File: src/rtl/nib_exec_pkg.sv
package nib_exec_pkg;
  localparam int NIB_W = 4;
  localparam int BYTE_W = 2 * NIB_W;
  localparam int RAM_AW = 2 * NIB_W;
  localparam int RAM_DEPTH = 1 << RAM_AW;

  typedef enum logic [4:0] {
    OP_NOP, OP_LDA_DIR, OP_STA_DIR, OP_LDA_HL, OP_STA_HL,
    OP_STA_HL_INC, OP_STA_HL_DEC, OP_STI_HL_INC, OP_LDHL,
    OP_STD_PG0, OP_ADD_PG0, OP_THA, OP_TLA, OP_RLC, OP_RRC,
    OP_ADC_HL, OP_ADD_HL, OP_ADDI_A, OP_ADDI_H, OP_ADDI_L,
    OP_ADDI_M, OP_DEC_A, OP_DEC_L, OP_DEC_M, OP_INC_A,
    OP_LDI_A, OP_LDI_L, OP_LDI_H
  } op_e;

  typedef struct packed {
    logic              exec;
    op_e               op;
    logic [BYTE_W-1:0] arg;
  } strobe_t;
endpackage

File: src/rtl/nib_exec_ctrl.sv
module nib_exec_ctrl
  import nib_exec_pkg::*;
#(
  parameter int PC_W = 10
) (
  input  logic              clk,
  input  logic              rstN,
  input  logic [BYTE_W-1:0] progData,
  output logic [PC_W-1:0]   progAddr,
  output strobe_t           strobe
);
  logic [PC_W-1:0]   pc;
  logic              waitArg;
  logic [BYTE_W-1:0] firstByte;
  logic              isTwo;
  logic [BYTE_W-1:0] opByte;
  logic [BYTE_W-1:0] argByte;

  function automatic op_e decodeOp(input logic [BYTE_W-1:0] o, input logic [BYTE_W-1:0] a);
    op_e r;
    case (o)
      8'h6A: r = OP_LDA_DIR;
      8'h69: r = OP_STA_DIR;
      8'h5A: r = OP_LDA_HL;
      8'h59: r = OP_STA_HL;
      8'h7F: r = OP_STA_HL_INC;
      8'h7D: r = OP_STA_HL_DEC;
      8'h4E: r = OP_LDHL;
      8'h48: r = OP_STD_PG0;
      8'h49: r = OP_ADD_PG0;
      8'h76: r = OP_THA;
      8'h74: r = OP_TLA;
      8'h50: r = OP_RLC;
      8'h51: r = OP_RRC;
      8'h70: r = OP_ADC_HL;
      8'h71: r = OP_ADD_HL;
      8'h5C: r = OP_DEC_A;
      8'h7C: r = OP_DEC_L;
      8'h5D: r = OP_DEC_M;
      8'h5E: r = OP_INC_A;
      8'h6E: begin
        case (a[BYTE_W-1:NIB_W])
          4'b0101: r = OP_ADDI_A;
          4'b1001: r = OP_ADDI_H;
          4'b0001: r = OP_ADDI_L;
          4'b1101: r = OP_ADDI_M;
          default: r = OP_NOP;
        endcase
      end
      default: begin
        case (o[BYTE_W-1:NIB_W])
          4'b1101: r = OP_LDI_A;
          4'b1000: r = OP_LDI_L;
          4'b1001: r = OP_LDI_H;
          4'b1010: r = OP_STI_HL_INC;
          default: r = OP_NOP;
        endcase
      end
    endcase
    return r;
  endfunction

  assign isTwo = !waitArg &&
                 ((progData[BYTE_W-1:NIB_W] == 4'b0100) || (progData[BYTE_W-1:NIB_W] == 4'b0110));

  always_ff @(posedge clk) begin
    if (!rstN) begin
      pc        <= '0;
      waitArg   <= 1'b0;
      firstByte <= '0;
    end else begin
      pc <= pc + 1'b1;
      if (waitArg) begin
        waitArg <= 1'b0;
      end else if (isTwo) begin
        waitArg   <= 1'b1;
        firstByte <= progData;
      end
    end
  end

  always_comb begin
    opByte  = waitArg ? firstByte : progData;
    argByte = waitArg ? progData : {{NIB_W{1'b0}}, progData[NIB_W-1:0]};
    strobe.exec = waitArg || !isTwo;
    strobe.op   = strobe.exec ? decodeOp(opByte, argByte) : OP_NOP;
    strobe.arg  = argByte;
  end

  assign progAddr = pc;
endmodule

File: src/rtl/nib_exec_dp.sv
module nib_exec_dp
  import nib_exec_pkg::*;
(
  input  logic             clk,
  input  logic             rstN,
  input  strobe_t          strobe,
  output logic [NIB_W-1:0] accOut,
  output logic [NIB_W-1:0] hrOut,
  output logic [NIB_W-1:0] lrOut,
  output logic             carryFlag,
  output logic             zeroFlag,
  output logic             statusFlag
);
  logic [NIB_W-1:0]  acc, hr, lr;
  logic              cf, zf, sf;
  logic [NIB_W-1:0]  mem [RAM_DEPTH];

  logic [NIB_W-1:0]  nAcc, nHr, nLr;
  logic              nC, nZ, nS;
  logic              memWe;
  logic [RAM_AW-1:0] wAddr, rdAddr, hlAddr, pairBase, pairNext, pg0Addr;
  logic [NIB_W-1:0]  wData, rdData, rdHi;
  logic [NIB_W:0]    res, lrUp, lrDown;
  logic [NIB_W-1:0]  argLo, argHi;

  assign argLo    = strobe.arg[NIB_W-1:0];
  assign argHi    = strobe.arg[BYTE_W-1:NIB_W];
  assign hlAddr   = {hr, lr};
  assign pairBase = {strobe.arg[BYTE_W-1:2], 2'b00};
  assign pairNext = {strobe.arg[BYTE_W-1:2], 2'b01};
  assign pg0Addr  = {{(RAM_AW-NIB_W){1'b0}}, argLo};
  assign lrUp     = {1'b0, lr} + 1'b1;
  assign lrDown   = {1'b0, lr} - 1'b1;

  always_comb begin
    case (strobe.op)
      OP_LDA_DIR:             rdAddr = strobe.arg;
      OP_LDHL:                rdAddr = pairBase;
      OP_ADD_PG0:             rdAddr = pg0Addr;
      default:                rdAddr = hlAddr;
    endcase
  end

  assign rdData = mem[rdAddr];
  assign rdHi   = mem[pairNext];

  always_comb begin
    nAcc  = acc;
    nHr   = hr;
    nLr   = lr;
    nC    = cf;
    nZ    = zf;
    nS    = sf;
    memWe = 1'b0;
    wAddr = hlAddr;
    wData = acc;
    res   = '0;
    case (strobe.op)
      OP_LDA_DIR, OP_LDA_HL: begin
        nAcc = rdData; nZ = (rdData == '0); nS = 1'b1;
      end
      OP_STA_DIR: begin
        memWe = 1'b1; wAddr = strobe.arg; nS = 1'b1;
      end
      OP_STA_HL: begin
        memWe = 1'b1; nS = 1'b1;
      end
      OP_STA_HL_INC, OP_STI_HL_INC: begin
        memWe = 1'b1;
        if (strobe.op == OP_STI_HL_INC) wData = argLo;
        nLr = lrUp[NIB_W-1:0]; nZ = (lrUp[NIB_W-1:0] == '0); nS = lrUp[NIB_W];
      end
      OP_STA_HL_DEC: begin
        memWe = 1'b1;
        nLr = lrDown[NIB_W-1:0]; nZ = (lrDown[NIB_W-1:0] == '0); nS = lrDown[NIB_W];
      end
      OP_LDHL: begin
        nLr = rdData; nHr = rdHi; nS = 1'b1;
      end
      OP_STD_PG0: begin
        memWe = 1'b1; wAddr = pg0Addr; wData = argHi; nS = 1'b1;
      end
      OP_ADD_PG0: begin
        res = {1'b0, rdData} + {1'b0, argHi};
        memWe = 1'b1; wAddr = pg0Addr; wData = res[NIB_W-1:0];
        nZ = (res[NIB_W-1:0] == '0); nS = res[NIB_W];
      end
      OP_THA, OP_TLA: begin
        nAcc = (strobe.op == OP_THA) ? hr : lr;
        nZ = (nAcc == '0); nS = 1'b1;
      end
      OP_RLC: begin
        nAcc = {acc[NIB_W-2:0], cf}; nC = acc[NIB_W-1]; nS = acc[NIB_W-1];
        nZ = (nAcc == '0);
      end
      OP_RRC: begin
        nAcc = {cf, acc[NIB_W-1:1]}; nC = acc[0]; nS = acc[0];
        nZ = (nAcc == '0);
      end
      OP_ADC_HL, OP_ADD_HL: begin
        res = {1'b0, acc} + {1'b0, rdData} + {{NIB_W{1'b0}}, (strobe.op == OP_ADC_HL) & cf};
        nAcc = res[NIB_W-1:0]; nZ = (nAcc == '0); nS = res[NIB_W];
        if (strobe.op == OP_ADC_HL) nC = res[NIB_W];
      end
      OP_ADDI_A: begin
        res = {1'b0, acc} + {1'b0, argLo};
        nAcc = res[NIB_W-1:0]; nZ = (nAcc == '0); nS = res[NIB_W];
      end
      OP_ADDI_H: begin
        res = {1'b0, hr} + {1'b0, argLo};
        nHr = res[NIB_W-1:0]; nZ = (nHr == '0); nS = res[NIB_W];
      end
      OP_ADDI_L: begin
        res = {1'b0, lr} + {1'b0, argLo};
        nLr = res[NIB_W-1:0]; nZ = (nLr == '0); nS = res[NIB_W];
      end
      OP_ADDI_M: begin
        res = {1'b0, rdData} + {1'b0, argLo};
        memWe = 1'b1; wData = res[NIB_W-1:0];
        nZ = (res[NIB_W-1:0] == '0); nS = res[NIB_W];
      end
      OP_DEC_A: begin
        res = {1'b0, acc} - 1'b1;
        nAcc = res[NIB_W-1:0]; nZ = (nAcc == '0); nS = res[NIB_W];
      end
      OP_DEC_L: begin
        nLr = lrDown[NIB_W-1:0]; nZ = (nLr == '0); nS = lrDown[NIB_W];
      end
      OP_DEC_M: begin
        res = {1'b0, rdData} - 1'b1;
        memWe = 1'b1; wData = res[NIB_W-1:0];
        nZ = (res[NIB_W-1:0] == '0); nS = res[NIB_W];
      end
      OP_INC_A: begin
        res = {1'b0, acc} + 1'b1;
        nAcc = res[NIB_W-1:0]; nZ = (nAcc == '0); nS = res[NIB_W];
      end
      OP_LDI_A: begin
        nAcc = argLo; nZ = (argLo == '0); nS = 1'b1;
      end
      OP_LDI_L: begin
        nLr = argLo; nS = 1'b1;
      end
      OP_LDI_H: begin
        nHr = argLo; nS = 1'b1;
      end
      default: ;
    endcase
  end

  always_ff @(posedge clk) begin
    if (!rstN) begin
      acc <= '0; hr <= '0; lr <= '0;
      cf <= 1'b0; zf <= 1'b0; sf <= 1'b0;
    end else if (strobe.exec) begin
      acc <= nAcc; hr <= nHr; lr <= nLr;
      cf <= nC; zf <= nZ; sf <= nS;
    end
  end

  always_ff @(posedge clk) begin
    if (rstN && strobe.exec && memWe) mem[wAddr] <= wData;
  end

  assign accOut     = acc;
  assign hrOut      = hr;
  assign lrOut      = lr;
  assign carryFlag  = cf;
  assign zeroFlag   = zf;
  assign statusFlag = sf;
endmodule

File: src/rtl/nib_exec_core.sv
module nib_exec_core
  import nib_exec_pkg::*;
#(
  parameter int PC_W = 10
) (
  input  logic              clk,
  input  logic              rstN,
  input  logic [BYTE_W-1:0] progData,
  output logic [PC_W-1:0]   progAddr,
  output logic              retire,
  output logic [NIB_W-1:0]  accOut,
  output logic [NIB_W-1:0]  hrOut,
  output logic [NIB_W-1:0]  lrOut,
  output logic              carryFlag,
  output logic              zeroFlag,
  output logic              statusFlag
);
  strobe_t strobe;

  nib_exec_ctrl #(.PC_W(PC_W)) ctrl_i (
    .clk(clk), .rstN(rstN), .progData(progData),
    .progAddr(progAddr), .strobe(strobe)
  );

  nib_exec_dp dp_i (
    .clk(clk), .rstN(rstN), .strobe(strobe),
    .accOut(accOut), .hrOut(hrOut), .lrOut(lrOut),
    .carryFlag(carryFlag), .zeroFlag(zeroFlag), .statusFlag(statusFlag)
  );

  assign retire = strobe.exec;
endmodule

File: config.mk
export PLATFORM = sky130hd
export DESIGN_NAME = nib_exec_core
export DESIGN_NICKNAME = d
export VERILOG_FILES = /design/src/rtl/nib_exec_pkg.sv /design/src/rtl/nib_exec_ctrl.sv /design/src/rtl/nib_exec_dp.sv /design/src/rtl/nib_exec_core.sv
export SDC_FILE = /design/constraint.sdc
export NUM_CORES = 2
export LEC_CHECK = 0
export BUFFER_PORTS_ARGS = -buffer_cell sky130_fd_sc_hd__buf_4
export CORE_UTILIZATION = 45
export CTS_CLUSTER_DIAMETER = 50
export DETAILED_ROUTE_END_ITERATION = 8
export PLACE_DENSITY = 0.57
export REMOVE_ABC_BUFFERS = 1
export SKIP_CTS_REPAIR_TIMING = 1
export SLEW_MARGIN = 20
export SYNTH_ARGS = -nofsm -noshare
export SYNTH_HDL_FRONTEND = slang
export SYNTH_SLANG_ARGS = --single-unit
export TNS_END_PERCENT = 1
File: constraint.sdc
create_clock -name clk -period 17.35 [get_ports clk]
set_input_delay 0.8675 -clock clk [delete_from_list [all_inputs] [get_ports clk]]
set_output_delay 0.8675 -clock clk [all_outputs]
set_load 0.005 [all_outputs]
==> impl_metrics.tcl <==
set metrics [dict create \
    status "finished clean" \
    maxCapViolations 0 \
    grt_pass1_wl_um 240000 \
    clkLatencyLatePin_ps 740 \
    switching_power_mw 2.08 \
    ys.flop_type "edfxtp_1" \
    cts_max_level 3 \
    synth-edff-count 1024 \
    fp.dieH_um 331 \
    min_period_over_period_pct 68.1 \
    syn_inst 3793 \
    drive_gt1_share_pct 11.6 \
    die_w_um 331 \
    ant_nets 0 \
    grt_max_degree 215 \
    fp.dieArea_sq_um 109000 \
    worst_path_max_delay_cell "a21oi_1" \
    rows 120 \
    wl_um 167000 \
    switching_share_pct 30.1 \
    layout.nets 3822 \
    area_growth_syn_to_layout_pct 11.2 \
    worstPathRequired_ps 17680 \
    cp_max_fo 87 \
    tritoncts "yes" \
    hpwl_um 104000 \
    critPathArrivalTime_ps 12140 \
    utilization_pct 50.4 \
    critPathCaptureType "flop" \
    placeableCoreArea_sq_um 107000 \
    synth.distinct_cells 108 \
    firstDrtPassIters 6 \
    clk_pin_slew_ps 60 \
    cts_root_buf "clkbuf_16" \
    worst-r2r-setup-slack_ps 5530 \
    dpl_cell_area_sq_um 50000 \
    timing.slew.headroom_pct 22.3 \
    drt-initial-drc-count 4371 \
    port_buffers 35 \
    multi_input_area_sq_um 15800 \
    most-common-layout-cells "edfxtp_1, nand2_1, nor2_1, nand3_1, mux2i_1" \
    max_freq_mhz 84.6 \
    worst_slew_pin_slew_ps 1160 \
    postSynth.asyncResetShare_pct 0 \
    globalplace.congestion 0.947 \
    seqCellArea_sq_um 31400 \
    power.density_nw_per_um2 128 \
    clockBufferDepth 3 \
    ir_worst_vdd_v 0.000101 \
    layout_commonest_cell "edfxtp_1" \
    skew_ps 51.0 \
    synth_warnings 0 \
    intPower_mw 4.83 \
    netlist_area_sq_um 48600 \
    vias 33700 \
    leakage_nw 17.8 \
    cts_buffers 118 \
    ys_ff_latch 1058 \
    final-setup-viol-count 0 \
    grt_antenna_before_repair 7 \
    hold_path_class "input port to flop" \
    grt.total_usage_pct 30.5 \
    clock_sinks 1058 \
    pin_count 36 \
    min_period_ps 11820 \
    seq_power_share_pct 43.6 \
    wl_per_cell_um 31.7 \
    avgSynthCellArea_sq_um 12.8 \
    fillers 9280 \
    yosysSeqAreaShare_pct 64.7 \
    critPathTopFamily "compound AO/OA/AOI/OAI gates" \
    cp.buffers_inverters 6 \
    avgViaCountPerCell 6.39 \
    grt-ovfl-total 0 \
    design_area_sq_um 54000 \
    start_util_pct 45.4 \
    timing_worst_setup_path_type "flop to flop" \
    drc_errors 0 \
    rsz0062_at_grt "false" \
    critPathLaunchType "flop" \
    slew_viol_final 0 \
    crit_path_frequent_cell "buf_4" \
    max_stage_delay_ps 870 \
    clkPwrFrac_pct 37.0 \
    grt_pass1_vias 32500 \
    p_comb_share_pct 19.4 \
    hold_viol 0 \
]
[cells in the mapped netlist (7+ instances only)]
library cell | n | share of area, %
ha_1 | 34 | 0.88
dfxtp_1 | 34 | 1.4
a31oi_1 | 49 | 0.63
nand2_1 | 731 | 5.7
a21oi_1 | 87 | 0.90
nor4_1 | 22 | 0.28
a22oi_1 | 16 | 0.25
a222oi_1 | 17 | 0.35
a221oi_1 | 15 | 0.27
xor2_1 | 15 | 0.27
edfxtp_1 | 1024 | 63
a32oi_1 | 93 | 1.7
and3b_1 | 7 | 0.13
nand4_1 | 69 | 0.89
clkbuf_1 | 87 | 0.67
nand3_1 | 220 | 2.3
xnor2_1 | 12 | 0.22
mux4_2 | 84 | 3.9
buf_4 | 48 | 0.74
a311oi_1 | 26 | 0.47
a211oi_1 | 26 | 0.40
o22ai_1 | 24 | 0.31
nand3b_1 | 8 | 0.12
nor3b_1 | 8 | 0.12
mux2i_1 | 185 | 3.8
nor3_1 | 41 | 0.42
and2_1 | 7 | 0.090
or3_1 | 8 | 0.10
nor2b_1 | 8 | 0.10
or2_2 | 18 | 0.23
buf_6 | 23 | 0.53
fa_1 | 7 | 0.29
o211ai_1 | 10 | 0.15
a32o_1 | 12 | 0.25
a21o_1 | 16 | 0.25
o21ai_1 | 9 | 0.093
inv_1 | 24 | 0.19
buf_2 | 84 | 0.87
nor2_1 | 345 | 2.7
and3_1 | 39 | 0.50
o21ai_0 | 53 | 0.55
nand2b_1 | 15 | 0.19
buf_1 | 13 | 0.10
[power by group through the flow]
stage / sequential (mW) / clock (mW) / combinational [mW]
finish: 3.01 / 2.56 / 1.34
global route: 3.01 / 2.67 / 1.41
CTS: 3.01 / 2.58 / 1.32
detailed placement: 3.06 / 0 / 1.32
global placement: 3.06 / 0 / 1.31
floorplan: 3.16 / 0 / 0.931
[layer usage]
metal / share of wire [%] / track usage (%) / routed length [um] / vias to the layer above
li1: - / - / - / 14400
met1: 40 / 42.6 / 67000 / 16900
met2: 45 / 45.7 / 74300 / 1969
met3: 11 / 6.86 / 17500 / 384
met4: 4.8 / 13.5 / 8070 / 8
met5: 0.031 / 0 / 51 / -
[state kept, by name, indices dropped and copies added, names as in the netlist]
register,cells
dp_i.zeroFlag,1
dp_i.accOut,4
ctrl_i.waitArg,1
dp_i.hrOut,4
dp_i.statusFlag,1
dp_i.mem,1024
dp_i.carryFlag,1
dp_i.lrOut,4
ctrl_i.firstByte,8
ctrl_i.progAddr,10
[final timing paths]
check	from	endpoint	cells after the start
max	ctrl_i.waitArg	dp_i.mem[145][3]	28
max reg2reg	ctrl_i.waitArg	dp_i.mem[145][3]	28
min	progData[5]	ctrl_i.firstByte[5]	3
min reg2reg	ctrl_i.progAddr[0]	ctrl_i.progAddr[0]	1
[kinds of logic (layout without fill, tap and decap cells)]
family | after synthesis | count (layout) | share of synthesized area (%)
xor gates and xnor gates | 27 | 27 | 0.487
and+or+nand+nor | 1568 | 1568 | 14.2
muxes | 275 | 275 | 7.85
AOI/OAI and AO/OA | 539 | 539 | 8.36
other | 0 | 1 | 0
buffers and inverters | 285 | 359 | 3.24
adders and majority gates | 41 | 41 | 1.16
DFF | 1058 | 1058 | 64.7
[per-stage QoR]
step / setup WS (ps) / hold slack, ps / setup TNS [ps] / cells / power, mW
after floorplan: -8810 / 440 / -7125740 / 3535 / 4.09
after global placement: 5420 / 445 / 0 / 5054 / 4.38
after detailed placement: 5270 / 450 / 0 / 5054 / 4.38
after CTS: 5590 / 418 / 0 / 5270 / 6.91
after global routing: 4980 / 450 / 0 / 5271 / 7.09
final: 5530 / 452 / 0 / 5271 / 6.91
[final cells by class]
type                            count  share of cell area [%]
Antenna cell                        1                 0.00464
Clock buffer                      147                    5.67
Clock inverter                     69                    1.63
Inverter                           27                   0.188
Multi-Input combinational cell   2450                    29.2
Sequential cell                  1058                    58.2
Tap cell                         1403                    3.25
Timing Repair Buffer              116                    1.84
[worst reg2reg max path: cells and delay by family (launching register included)]
| kind | cells | cell delay (ps) |
|---|---|---|
| AOI/OAI and AO/OA | 11 | 4030 |
| and+or+nand+nor | 9 | 3640 |
| buffers and inverters | 6 | 2970 |
| adders and majority gates | 1 | 330 |
| DFF | 1 | 300 |
| xor gates and xnor gates | 1 | 110 |
(Power assumes the default switching activity.)
